==> config.mk <==
export PLATFORM = sky130hd
export DESIGN_NAME = cfg_shadow_regs
export DESIGN_NICKNAME = d
export VERILOG_FILES = /design/src/rtl/cfg_regs_pkg.sv /design/src/rtl/cfg_host_regs.sv /design/src/rtl/cfg_commit.sv /design/src/rtl/cfg_read_mux.sv /design/src/rtl/cfg_shadow_regs.sv
export SDC_FILE = /design/constraint.sdc
export NUM_CORES = 1
export LEC_CHECK = 0
export CORE_AREA = 5 5 108 110
export CTS_BUF_LIST = sky130_fd_sc_hd__clkbuf_8
export DETAILED_ROUTE_END_ITERATION = 12
export DIE_AREA = 0 0 113 115
export HOLD_SLACK_MARGIN = 0.1
export PLACE_DENSITY_LB_ADDON = 0.15
export SKIP_CTS_REPAIR_TIMING = 1
export SYNTH_ARGS = -nofsm -noshare
export SYNTH_HDL_FRONTEND = slang
export SYNTH_SLANG_ARGS = --single-unit
==> constraint.sdc <==
create_clock -name clk -period 2.8 [get_ports clk]
set_input_delay 0.56 -clock clk [delete_from_list [all_inputs] [get_ports clk]]
set_output_delay 0.56 -clock clk [all_outputs]
set_load 0.03 [all_outputs]
==> src/rtl/cfg_regs_pkg.sv <==
package cfg_regs_pkg;

  localparam int DATA_W   = 8;
  localparam int ADDR_W   = 5;
  localparam int NUM_RW   = 8;
  localparam int IDX_W    = $clog2(NUM_RW);
  localparam int FB_W     = 12;
  localparam int NIB_W    = DATA_W / 2;

  localparam logic [ADDR_W-1:0] A_LOOP_CTL = ADDR_W'(1);
  localparam logic [ADDR_W-1:0] A_FB_LO    = ADDR_W'(2);
  localparam logic [ADDR_W-1:0] A_FB_HI    = ADDR_W'(3);
  localparam logic [ADDR_W-1:0] A_ALIGN    = ADDR_W'(5);
  localparam logic [ADDR_W-1:0] A_CMD      = ADDR_W'(8);
  localparam logic [ADDR_W-1:0] A_ID_VER   = ADDR_W'(16);
  localparam logic [ADDR_W-1:0] A_ID_REV   = ADDR_W'(17);
  localparam logic [ADDR_W-1:0] A_STATUS   = ADDR_W'(18);

  localparam logic [DATA_W-1:0] ID_VER_VAL = 8'h18;
  localparam logic [DATA_W-1:0] ID_REV_VAL = 8'h01;

  localparam logic [NIB_W-1:0] CMD_LOOP_NIB  = 4'h5;
  localparam logic [NIB_W-1:0] CMD_ALIGN_NIB = 4'hA;

  typedef logic [NUM_RW-1:0][DATA_W-1:0] rw_bank_t;

  function automatic logic [DATA_W-1:0] rw_reset(input int idx);
    case (idx)
      0:       return 8'h41;
      1:       return 8'h00;
      2:       return 8'hFF;
      3:       return 8'h0F;
      4:       return 8'h80;
      5:       return 8'h03;
      6:       return 8'h1F;
      default: return 8'h80;
    endcase
  endfunction

  function automatic logic [DATA_W-1:0] rw_keep(input int idx);
    case (idx)
      1:       return 8'h37;
      3:       return 8'h0F;
      4:       return 8'hBF;
      default: return 8'hFF;
    endcase
  endfunction

endpackage

==> src/rtl/cfg_host_regs.sv <==
module cfg_host_regs
  import cfg_regs_pkg::*;
(
  input  logic              clk,
  input  logic              rst,
  input  logic [ADDR_W-1:0] bus_addr,
  input  logic [DATA_W-1:0] bus_wdata,
  input  logic              bus_we,
  output rw_bank_t          shadow
);

  for (genvar gi = 0; gi < NUM_RW; gi++) begin : g_reg
    localparam logic [DATA_W-1:0] RST_V = rw_reset(gi);
    localparam logic [DATA_W-1:0] KEEP  = rw_keep(gi);
    logic hit;
    assign hit = bus_we && (bus_addr == ADDR_W'(gi));

    always_ff @(posedge clk) begin
      if (rst)
        shadow[gi] <= RST_V;
      else if (hit)
        shadow[gi] <= bus_wdata & KEEP;
    end
  end

endmodule

==> src/rtl/cfg_commit.sv <==
module cfg_commit
  import cfg_regs_pkg::*;
(
  input  logic              clk,
  input  logic              rst,
  input  logic [ADDR_W-1:0] bus_addr,
  input  logic [DATA_W-1:0] bus_wdata,
  input  logic              bus_we,
  input  logic [DATA_W-1:0] sh_loop,
  input  logic [DATA_W-1:0] sh_fb_lo,
  input  logic [FB_W-DATA_W-1:0] sh_fb_hi,
  input  logic [DATA_W-1:0] sh_align,
  output logic [DATA_W-1:0] loop_ctl_wk,
  output logic [FB_W-1:0]   fb_div_wk,
  output logic [DATA_W-1:0] align_ctl_wk,
  output logic              loop_rst_pulse,
  output logic              align_rst_pulse
);

  localparam logic [FB_W-1:0] FB_RST =
    {rw_reset(3)[FB_W-DATA_W-1:0], rw_reset(2)};

  logic cmd_wr, go_loop, go_align;

  assign cmd_wr   = bus_we && (bus_addr == A_CMD);
  assign go_loop  = cmd_wr && (bus_wdata[DATA_W-1:NIB_W] == CMD_LOOP_NIB);
  assign go_align = cmd_wr && (bus_wdata[NIB_W-1:0] == CMD_ALIGN_NIB);

  always_ff @(posedge clk) begin
    if (rst) begin
      loop_ctl_wk    <= rw_reset(1);
      fb_div_wk      <= FB_RST;
      loop_rst_pulse <= 1'b0;
    end else begin
      loop_rst_pulse <= go_loop;
      if (go_loop) begin
        loop_ctl_wk <= sh_loop;
        fb_div_wk   <= {sh_fb_hi, sh_fb_lo};
      end
    end
  end

  always_ff @(posedge clk) begin
    if (rst) begin
      align_ctl_wk    <= rw_reset(5);
      align_rst_pulse <= 1'b0;
    end else begin
      align_rst_pulse <= go_align;
      if (go_align)
        align_ctl_wk <= sh_align;
    end
  end

endmodule

==> src/rtl/cfg_read_mux.sv <==
module cfg_read_mux
  import cfg_regs_pkg::*;
(
  input  logic              clk,
  input  logic              rst,
  input  logic [ADDR_W-1:0] bus_addr,
  input  rw_bank_t          shadow,
  input  logic              aligner_lock,
  input  logic              loop_lock,
  output logic [DATA_W-1:0] rd_data
);

  logic [DATA_W-1:0] rd_next;

  always_comb begin
    rd_next = '0;
    if (bus_addr < ADDR_W'(NUM_RW))
      rd_next = shadow[bus_addr[IDX_W-1:0]];
    else if (bus_addr == A_ID_VER)
      rd_next = ID_VER_VAL;
    else if (bus_addr == A_ID_REV)
      rd_next = ID_REV_VAL;
    else if (bus_addr == A_STATUS)
      rd_next = {{(DATA_W-2){1'b0}}, loop_lock, aligner_lock};
  end

  always_ff @(posedge clk) begin
    if (rst) rd_data <= '0;
    else     rd_data <= rd_next;
  end

endmodule

==> src/rtl/cfg_shadow_regs.sv <==
module cfg_shadow_regs
  import cfg_regs_pkg::*;
(
  input  logic              clk,
  input  logic              rst,
  input  logic [ADDR_W-1:0] bus_addr,
  input  logic [DATA_W-1:0] bus_wdata,
  input  logic              bus_we,
  input  logic              aligner_lock,
  input  logic              loop_lock,
  output logic [DATA_W-1:0] rd_data,
  output logic [DATA_W-1:0] in_ctrl,
  output logic [DATA_W-1:0] phase_ofs,
  output logic [DATA_W-1:0] out_en,
  output logic [DATA_W-1:0] osc_div,
  output logic [DATA_W-1:0] loop_ctl_wk,
  output logic [FB_W-1:0]   fb_div_wk,
  output logic [DATA_W-1:0] align_ctl_wk,
  output logic              loop_rst_pulse,
  output logic              align_rst_pulse
);

  rw_bank_t shadow;

  cfg_host_regs u_host (
    .clk       (clk),
    .rst       (rst),
    .bus_addr  (bus_addr),
    .bus_wdata (bus_wdata),
    .bus_we    (bus_we),
    .shadow    (shadow)
  );

  cfg_commit u_commit (
    .clk             (clk),
    .rst             (rst),
    .bus_addr        (bus_addr),
    .bus_wdata       (bus_wdata),
    .bus_we          (bus_we),
    .sh_loop         (shadow[1]),
    .sh_fb_lo        (shadow[2]),
    .sh_fb_hi        (shadow[3][FB_W-DATA_W-1:0]),
    .sh_align        (shadow[5]),
    .loop_ctl_wk     (loop_ctl_wk),
    .fb_div_wk       (fb_div_wk),
    .align_ctl_wk    (align_ctl_wk),
    .loop_rst_pulse  (loop_rst_pulse),
    .align_rst_pulse (align_rst_pulse)
  );

  cfg_read_mux u_rd (
    .clk          (clk),
    .rst          (rst),
    .bus_addr     (bus_addr),
    .shadow       (shadow),
    .aligner_lock (aligner_lock),
    .loop_lock    (loop_lock),
    .rd_data      (rd_data)
  );

  assign in_ctrl   = shadow[0];
  assign phase_ofs = shadow[4];
  assign out_en    = shadow[6];
  assign osc_div   = shadow[7];

endmodule

==> results of run 1 <==
-- per-layer routing --
metal  global-route usage  vias up
met5                    0        -
li1                     -     1614
met1                0.246     1630
met4               0.0801        0
met2                0.282      138
met3               0.0389       19
-- report_power, final --
group,internal [W],switching [W]
logic,0.0000986,0.000140
clock network,0.000360,0.000467
registers,0.00130,0.00000837
-- kinds of logic (layout without fill, tap and decap cells) --
family          Yosys count  count (layout)  synth area share
compound gates           57              57            0.0914
other cells               1               4          0.000910
mux                      38              38             0.123
flops                    91              91             0.442
simple gates            183             183             0.220
buf+inv                  88             139             0.123
-- stage by stage --
step	setup WS (ns)	hold slack (ns)
floorplan	0.987	0.445
global placement	0.302	0.448
detailed placement	0.302	0.450
CTS	0.688	0.469
global route	0.529	0.481
finish	0.667	0.466
-- area by class of cell --
cell class / instances / area, sq um
Fill cell: 1033 / 5530
Inverter: 15 / 56.3
Tap cell: 140 / 175
Timing Repair Buffer: 108 / 1030
Clock inverter: 5 / 21.3
Clock buffer: 11 / 151
Multi-Input combinational cell: 282 / 1820
Sequential cell: 91 / 1820
-- cells in the final DEF (no fill, tap or decap), types with 3 or more instances in the layout --
cell | synthesis | layout
dfxtp_1 | 91 | 91
clkdlybuf4s50_1 | 0 | 82
nand2_1 | 60 | 60
nor2_1 | 42 | 42
nand3_1 | 40 | 40
a21oi_1 | 28 | 28
mux2i_1 | 27 | 27
buf_4 | 38 | 24
a211o_1 | 19 | 19
inv_1 | 15 | 18
nand3b_1 | 18 | 18
clkbuf_8 | 0 | 11
mux4_2 | 10 | 10
nor2b_1 | 8 | 8
conb_1 | 1 | 4
o21ai_0 | 3 | 3
-- worst max-delay path: cells and delay by family --
kind | cells | cell delay [ns]
AO/OA/AOI/OAI | 1 | 0.08
AND/OR/NAND/NOR | 3 | 0.70
buffers and inverters | 2 | 1.02
-- registers in the layout, indices dropped and copies added, names as in the netlist --
signal / count
u_host.shadow: 56
u_commit.fb_div_wk: 12
u_commit.align_ctl_wk: 8
u_rd.rd_data: 8
u_commit.loop_ctl_wk: 5
u_commit.align_rst_pulse: 1
u_commit.loop_rst_pulse: 1
-- synth_stat cells --
master     count  area share
mux2_2         1      0.0027
a31oi_1        1      0.0015
a21o_1         1      0.0018
dfxtp_1       91        0.44
a211oi_1       1      0.0018
nor4bb_1       1      0.0024
a221oi_1       1      0.0021
clkbuf_1      21       0.019
and4bb_1       1      0.0030
and3_1         2      0.0030
nor2b_1        8       0.012
nor3b_1        2      0.0036
o211ai_1       1      0.0018
o2bb2ai_1      1      0.0021
nor3_1         2      0.0024
buf_6          3      0.0082
nor4b_4        1      0.0058
nand3b_1      18       0.033
nor4b_1        1      0.0021
mux2i_1       27       0.066
mux4_2        10       0.055
a21oi_1       28       0.034
buf_1          2      0.0018
nor2_1        42       0.038
buf_4         38       0.069
or3_1          1      0.0015
nand2_1       60       0.055
nand4_2        1      0.0030
and4bb_2       1      0.0030
a22o_1         1      0.0021
buf_2          9       0.011
and2_1         1      0.0015
nand3_1       40       0.049
a211o_1       19       0.040
nand4_1        1      0.0015
o21ai_0        3      0.0036
inv_1         15       0.014
conb_1         1     0.00091
-- path summary, 6_finish.rpt --
| check | to | slack (ns) | cells after the start |
|---|---|---|---|
| worst max-delay path | u_host.shadow[43] | 0.67 | 6 |
| worst min-delay path | u_commit.fb_div_wk[10] | 0.47 | 1 |
| worst max register to register | u_rd.rd_data[2] | 1.53 | 3 |
| worst min register to register | u_commit.fb_div_wk[10] | 0.47 | 1 |
==> metrics.txt, run 1 <==
status completed; Area growth syn-to-layout 23.0%; Via density about 5.2; Max-Cap Viols 0; Rows 38; Die Span Y between 100 and 150 um; DRC Markers 0; Max IR drop VDD around 0.18 mV; Tightest Pin Transition about 0.77 ns; dpl cells between 600 and 700; Initial DRC Count 200; slowest stage delay, CP approximately 0.69 ns; Final Cycle Share 0.762; cell mode on critical path nand2_1; total power approximately 0.0024 W; Mapped Cells ~460; TritonRoute pass-1 iters 5; ant diodes 0; Clk Latency, worst-skew pair ~0.38 ns; first-pass GRT wire length between 15 and 20 mm; crit path launch bus_addr[2]; # nets final approximately 530; met2 routed WL between 5 and 6 mm; vias in the first global route between 3000 and 4000; CP max stage cell clkdlybuf4s50_1; Slew headroom 0.486; Total Neg Setup Slack 0 ns; Total Die Area approximately 13000 sq um; RePlAce Congestion about 0.84; largest net degree at the start of global routing between 40 and 50; # IOs 88; Num Clock Sinks 91; placed cell area ~5000 sq um; Cell variety after synth 38; routed vias 3401; core area approximately 11000 sq um; final instance area roughly 5000 sq um; Max Freq roughly 470 MHz; Yosys reg bits between 90 and 100; wire per inst between 15 and 20 um; Critical R2R Launch u_host.shadow[2]; Hold WC Path Type flip-flop to flip-flop; initial antenna violation count 0; global route overflow 0; Worst EP arrival about 2.4 ns; CTS tree built; Clock Skew roughly 0.017 ns; DRT met1 WL between 5 and 6 mm; final setup fails 0; PD cells 469 nW/um^2; Port Buf Inserts 83; Clock Path Buffers 2; Mapped Avg Cell Area 9.00 sq um; Finished Layout Cells 652; Leak Pwr roughly 2.1 nW; final hold vios 0; Mapped Area roughly 4000 sq um; Synth Warn # 0; routed wl met3 between 800 and 900 um; min Tclk post-route around 2.1 ns; top routing layer in use met4; Clock transition at path regs 0.08 ns; Slew Viols, Final 0; antenna-violating nets left 0; register area share after synthesis 0.442; RSZ-0062 raised after global routing false; HPWL Detailed around 8.5 mm; Overall Global Routing Usage 0.182; Final Util 0.478; Starting Density 0.389; hold_sp u_commit.fb_div_wk[10]; CTS Root Cell clkbuf_8; CP Capture Type flip-flop; worst path required time between 3 and 4 ns; CP Max Fanout 26; crit-path cells clkdlybuf4s50_1 -> nor4bb_4 -> buf_4 -> nand2_1 -> nand2_1 -> a21oi_1; die width about 110 um; share of cells above drive strength 1 0.105; Crit Path Category input port to flip-flop; DRT Wirelength approximately 12 mm; H-tree depth 3; crit start category input port; CTS Buf Count 9
Note: power is estimated with default switching activity, not from simulation.
==> run 2, diff against run 1 <==
clock period = 2.11 ns   (was 2.8 ns; I/O delays follow)
==> metrics.txt, run 2 (same netlist as run 1, synthesis figures left out) <==
share of cells above drive strength 1 0.131; Slew Viols, Final 0; worst path required time 1.69 ns; crit-path cells clkdlybuf4s50_1; CP Capture Type output port; Total Die Area around 13000 sq um; # nets final between 500 and 600; Final Util 0.497; Hold WC Path Type flip-flop to flip-flop; FF-to-FF setup slack roughly 0.83 ns; Num Clock Sinks slightly above 90; Clock transition at path regs 0.08 ns; CTS tree built; routed vias around 3400; worst hold path depth 1; CP max stage cell clkdlybuf4s50_1; CTS Root Cell clkbuf_8; antenna-violating nets left 0; Clock Path Buffers 2; Max-Cap Viols 0; CP Max Fanout 3; crit path launch u_host.shadow[49]; Critical R2R Launch u_host.shadow[10]; CP delay by family, top buffers and inverters; Crit Path Category flip-flop to output port; Worst EP arrival approximately 1.5 ns; slowest stage delay, CP ~0.70 ns; Post-Place Setup Slack -0.118 ns; Rows 38; Clk Latency, worst-skew pair ~0.37 ns; initial antenna violation count 0; Initial DRC Count between 150 and 200; global route overflow 0; RePlAce Congestion approximately 0.92; Starting Density 0.389; Clock Skew 0.00861 ns; crit start category flip-flop; Overall Global Routing Usage 0.183; HPWL Detailed approximately 8.6 mm; final setup fails 0; Die Span Y 115 um; # IOs 88; Max IR drop VDD roughly 0.28 mV; final hold vios 0; first-pass GRT wire length between 15 and 20 mm; Top Registers u_host.shadow: 56 flops, u_commit.fb_div_wk: 12 flops; RSZ-0062 raised after global routing false; die width between 100 and 150 um; PD cells 665 nW/um^2; vias in the first global route ~3300; largest net degree at the start of global routing 44; DRC Markers 0; RR Endpoint u_rd.rd_data[2]; Area growth syn-to-layout 28.0%; instance count on the critical path 1; Via density 5.12; wire per inst 17.7 um; core area 10600 sq um; critical path endpoint out_en[1]; Leak Pwr about 2.2 nW; hold slack approximately 0.47 ns; DRT Wirelength ~12 mm; Port Buf Inserts 83; max FFs per register 56; Max Freq around 520 MHz; H-tree depth 3; Buf+Inv Stages, Crit Path 1; commonest non-fill, non-tap cell in the layout dfxtp_1; CTS Buf Count 9; TritonRoute pass-1 iters 4; most frequent cells in the layout dfxtp_1 (91), clkdlybuf4s50_1 (82), nand2_1 (60); worst reg-to-reg path cell count 3; status completed; setup ws final 0.200 ns; ant diodes 0; min Tclk post-route between 1.5 and 2 ns; Final Cycle Share 0.905; Top reg by flops u_host.shadow
[run 2: worst min-delay path by stage]
stage                           startpoint                     end  slack (ns)
floorplan                u_host.shadow[10]       u_host.shadow[10]        0.45
global placement     u_commit.fb_div_wk[2]   u_commit.fb_div_wk[2]        0.45
detailed placement  u_commit.fb_div_wk[10]  u_commit.fb_div_wk[10]        0.45
CTS                  u_commit.fb_div_wk[0]   u_commit.fb_div_wk[0]        0.47
global route         u_commit.fb_div_wk[1]   u_commit.fb_div_wk[1]        0.49
finish               u_commit.fb_div_wk[2]   u_commit.fb_div_wk[2]        0.47
[run 2: routing by layer]
metal / vias up / part of all wire / track usage
met5: - / 0 / 0
met4: 0 / 0.021 / 0.0713
met3: 17 / 0.061 / 0.0368
met2: 116 / 0.44 / 0.279
met1: 1634 / 0.48 / 0.255
li1: 1638 / - / -
[run 2: power by group]
part / leakage [nW] / internal (W) / switching, W
clock network: 0.127 / 0.000811 / 0.000620
logic: 1.37 / 0.000144 / 0.000190
registers: 0.736 / 0.00173 / 0.0000110
[run 2: stage by stage]
step | instance area, sq um | power, W | cells | setup TNS [ns]
CTS | 5270 | 0.00353 | 665 | 0
global placement | 5030 | 0.00211 | 649 | -1.70
global route | 5270 | 0.00363 | 665 | 0
detailed placement | 5030 | 0.00211 | 649 | -3.00
floorplan | 4130 | 0.00197 | 461 | 0
finish | 5270 | 0.00351 | 665 | 0
[run 2: layout make-up]
| cell class | instances | area [sq um] |
|---|---|---|
| Clock buffer | 10 | 138 |
| Clock inverter | 6 | 104 |
| Fill cell | 983 | 5330 |
| Inverter | 15 | 56.3 |
| Multi-Input combinational cell | 282 | 1820 |
| Sequential cell | 91 | 1820 |
| Tap cell | 140 | 175 |
| Timing Repair Buffer | 121 | 1160 |
[run 2: worst register-to-register path, stage by stage (launching register included)]
cell and delay (ns):
dfxtp_1 0.34, mux4_2 0.51, mux2i_1 0.23, nor2_1 0.08
==> run 3, diff against run 2 <==
PLACE_DENSITY = 0.68   (was unset)
PLACE_DENSITY_LB_ADDON = unset   (was 0.15)
==> metrics.txt, run 3 (same netlist as run 1, synthesis figures left out) <==
final hold vios 0; first-pass GRT wire length between 15 and 20 mm; Overall Global Routing Usage 0.174; placed cell area 5080 sq um; Starting Density 0.389; # IOs between 80 and 90; most frequent cells in the layout dfxtp_1 (91), clkdlybuf4s50_1 (82), nand2_1 (60); min Tclk post-route 1.88 ns; ant diodes 0; Num Clock Sinks 91; Area growth syn-to-layout 28.1%; crit path launch u_host.shadow[39]; DRC Markers 0; RePlAce Congestion 0.862; RR Endpoint u_rd.rd_data[1]; die width ~110 um; CP Capture Type output port; Crit Path Category flip-flop to output port; CTS tree built; CP max stage cell clkdlybuf4s50_1; Buf+Inv Stages, Crit Path 1; Rows 38; Clock Skew 0.00482 ns; Slew Viols, Final 0; antenna-violating nets left 0; Max Freq 531 MHz; largest net degree at the start of global routing 84; Top reg by flops u_host.shadow; Die Span Y roughly 120 um; instance count on the critical path 1; Initial DRC Count 130; initial antenna violation count 0; max FFs per register 56; commonest non-fill, non-tap cell in the layout dfxtp_1; H-tree depth 3; CTS Buf Count 9; Clk Latency, worst-skew pair 0.36 ns; Leak Pwr ~2.2 nW; DRT Wirelength approximately 11 mm; CTS Root Cell clkbuf_8; Worst EP arrival between 1 and 1.5 ns; RSZ-0062 raised after global routing false; critical path endpoint phase_ofs[7]; final setup fails 0; Clock transition at path regs approximately 0.080 ns; worst reg-to-reg path cell count 3; Top Registers u_host.shadow: 56 flops, u_commit.fb_div_wk: 12 flops; Max IR drop VDD 0.266 mV; worst path required time 1.69 ns; crit-path cells clkdlybuf4s50_1; share of cells above drive strength 1 0.136; global route overflow 0; Final Cycle Share 0.892; Critical R2R Launch u_host.shadow[9]; Via density between 5 and 6; CP Max Fanout 3; worst hold path depth 2; CP delay by family, top buffers and inverters; TritonRoute pass-1 iters 4; fill count 986; Total Neg Setup Slack 0 ns; Total Die Area around 13000 sq um; Port Buf Inserts 83; wire per inst about 17 um; crit start category flip-flop; Hold WC Path Type input port to flip-flop; final instance area around 5300 sq um; core area 10600 sq um; HPWL Detailed ~8.4 mm; PD cells between 600 and 700 nW/um^2; vias in the first global route roughly 3300; # nets final roughly 540; slowest stage delay, CP 0.70 ns; FF-to-FF setup slack around 0.86 ns; status completed; Clock Path Buffers 2; routed vias ~3400; hold slack 0.361 ns; Max-Cap Viols 0
==> run 3: layer usage <==
| metal | vias to the layer above | part of all wire | track usage |
|---|---|---|---|
| li1 | 1653 | - | - |
| met1 | 1598 | 0.43 | 0.217 |
| met2 | 102 | 0.47 | 0.291 |
| met3 | 24 | 0.062 | 0.0384 |
| met4 | 0 | 0.031 | 0.0737 |
| met5 | - | 0 | 0 |
==> run 3: through the flow <==
step                cells   util  worst slack, ns  total power (W)
global route          669  0.498            0.159          0.00338
global placement      654  0.479          -0.0810          0.00212
floorplan             461      -            0.435          0.00197
CTS                   669  0.498            0.218          0.00329
finish                669  0.498            0.228          0.00325
detailed placement    654  0.479           -0.102          0.00212
==> run 3: how the worst min path moves through the flow <==
stage / to / startpoint
after global routing: u_rd.rd_data[3] / rst
after floorplan: u_host.shadow[10] / u_host.shadow[10]
after CTS: u_rd.rd_data[3] / rst
after detailed placement: u_commit.fb_div_wk[10] / u_commit.fb_div_wk[10]
after global placement: u_commit.fb_div_wk[10] / u_commit.fb_div_wk[10]
final: u_rd.rd_data[3] / rst
==> run 3: cell type report <==
cell class / instances / area (sq um) / share of cell area
sequential: 91 / 1820 / 0.345
clock buffer: 11 / 151 / 0.0287
multi-input combinational: 282 / 1820 / 0.345
timing repair buffer: 126 / 1210 / 0.230
clock inverter: 4 / 42.5 / 0.00806
inverter: 15 / 56.3 / 0.0107
tap: 140 / 175 / 0.0332
==> run 3: report_power, final <==
group	internal, W	leakage [nW]	switching, W	total (W)
sequential	0.00173	0.736	0.0000105	0.00174
combinational	0.000153	1.40	0.000187	0.000341
clock	0.000596	0.108	0.000577	0.00117
total	0.00248	2.24	0.000775	0.00325
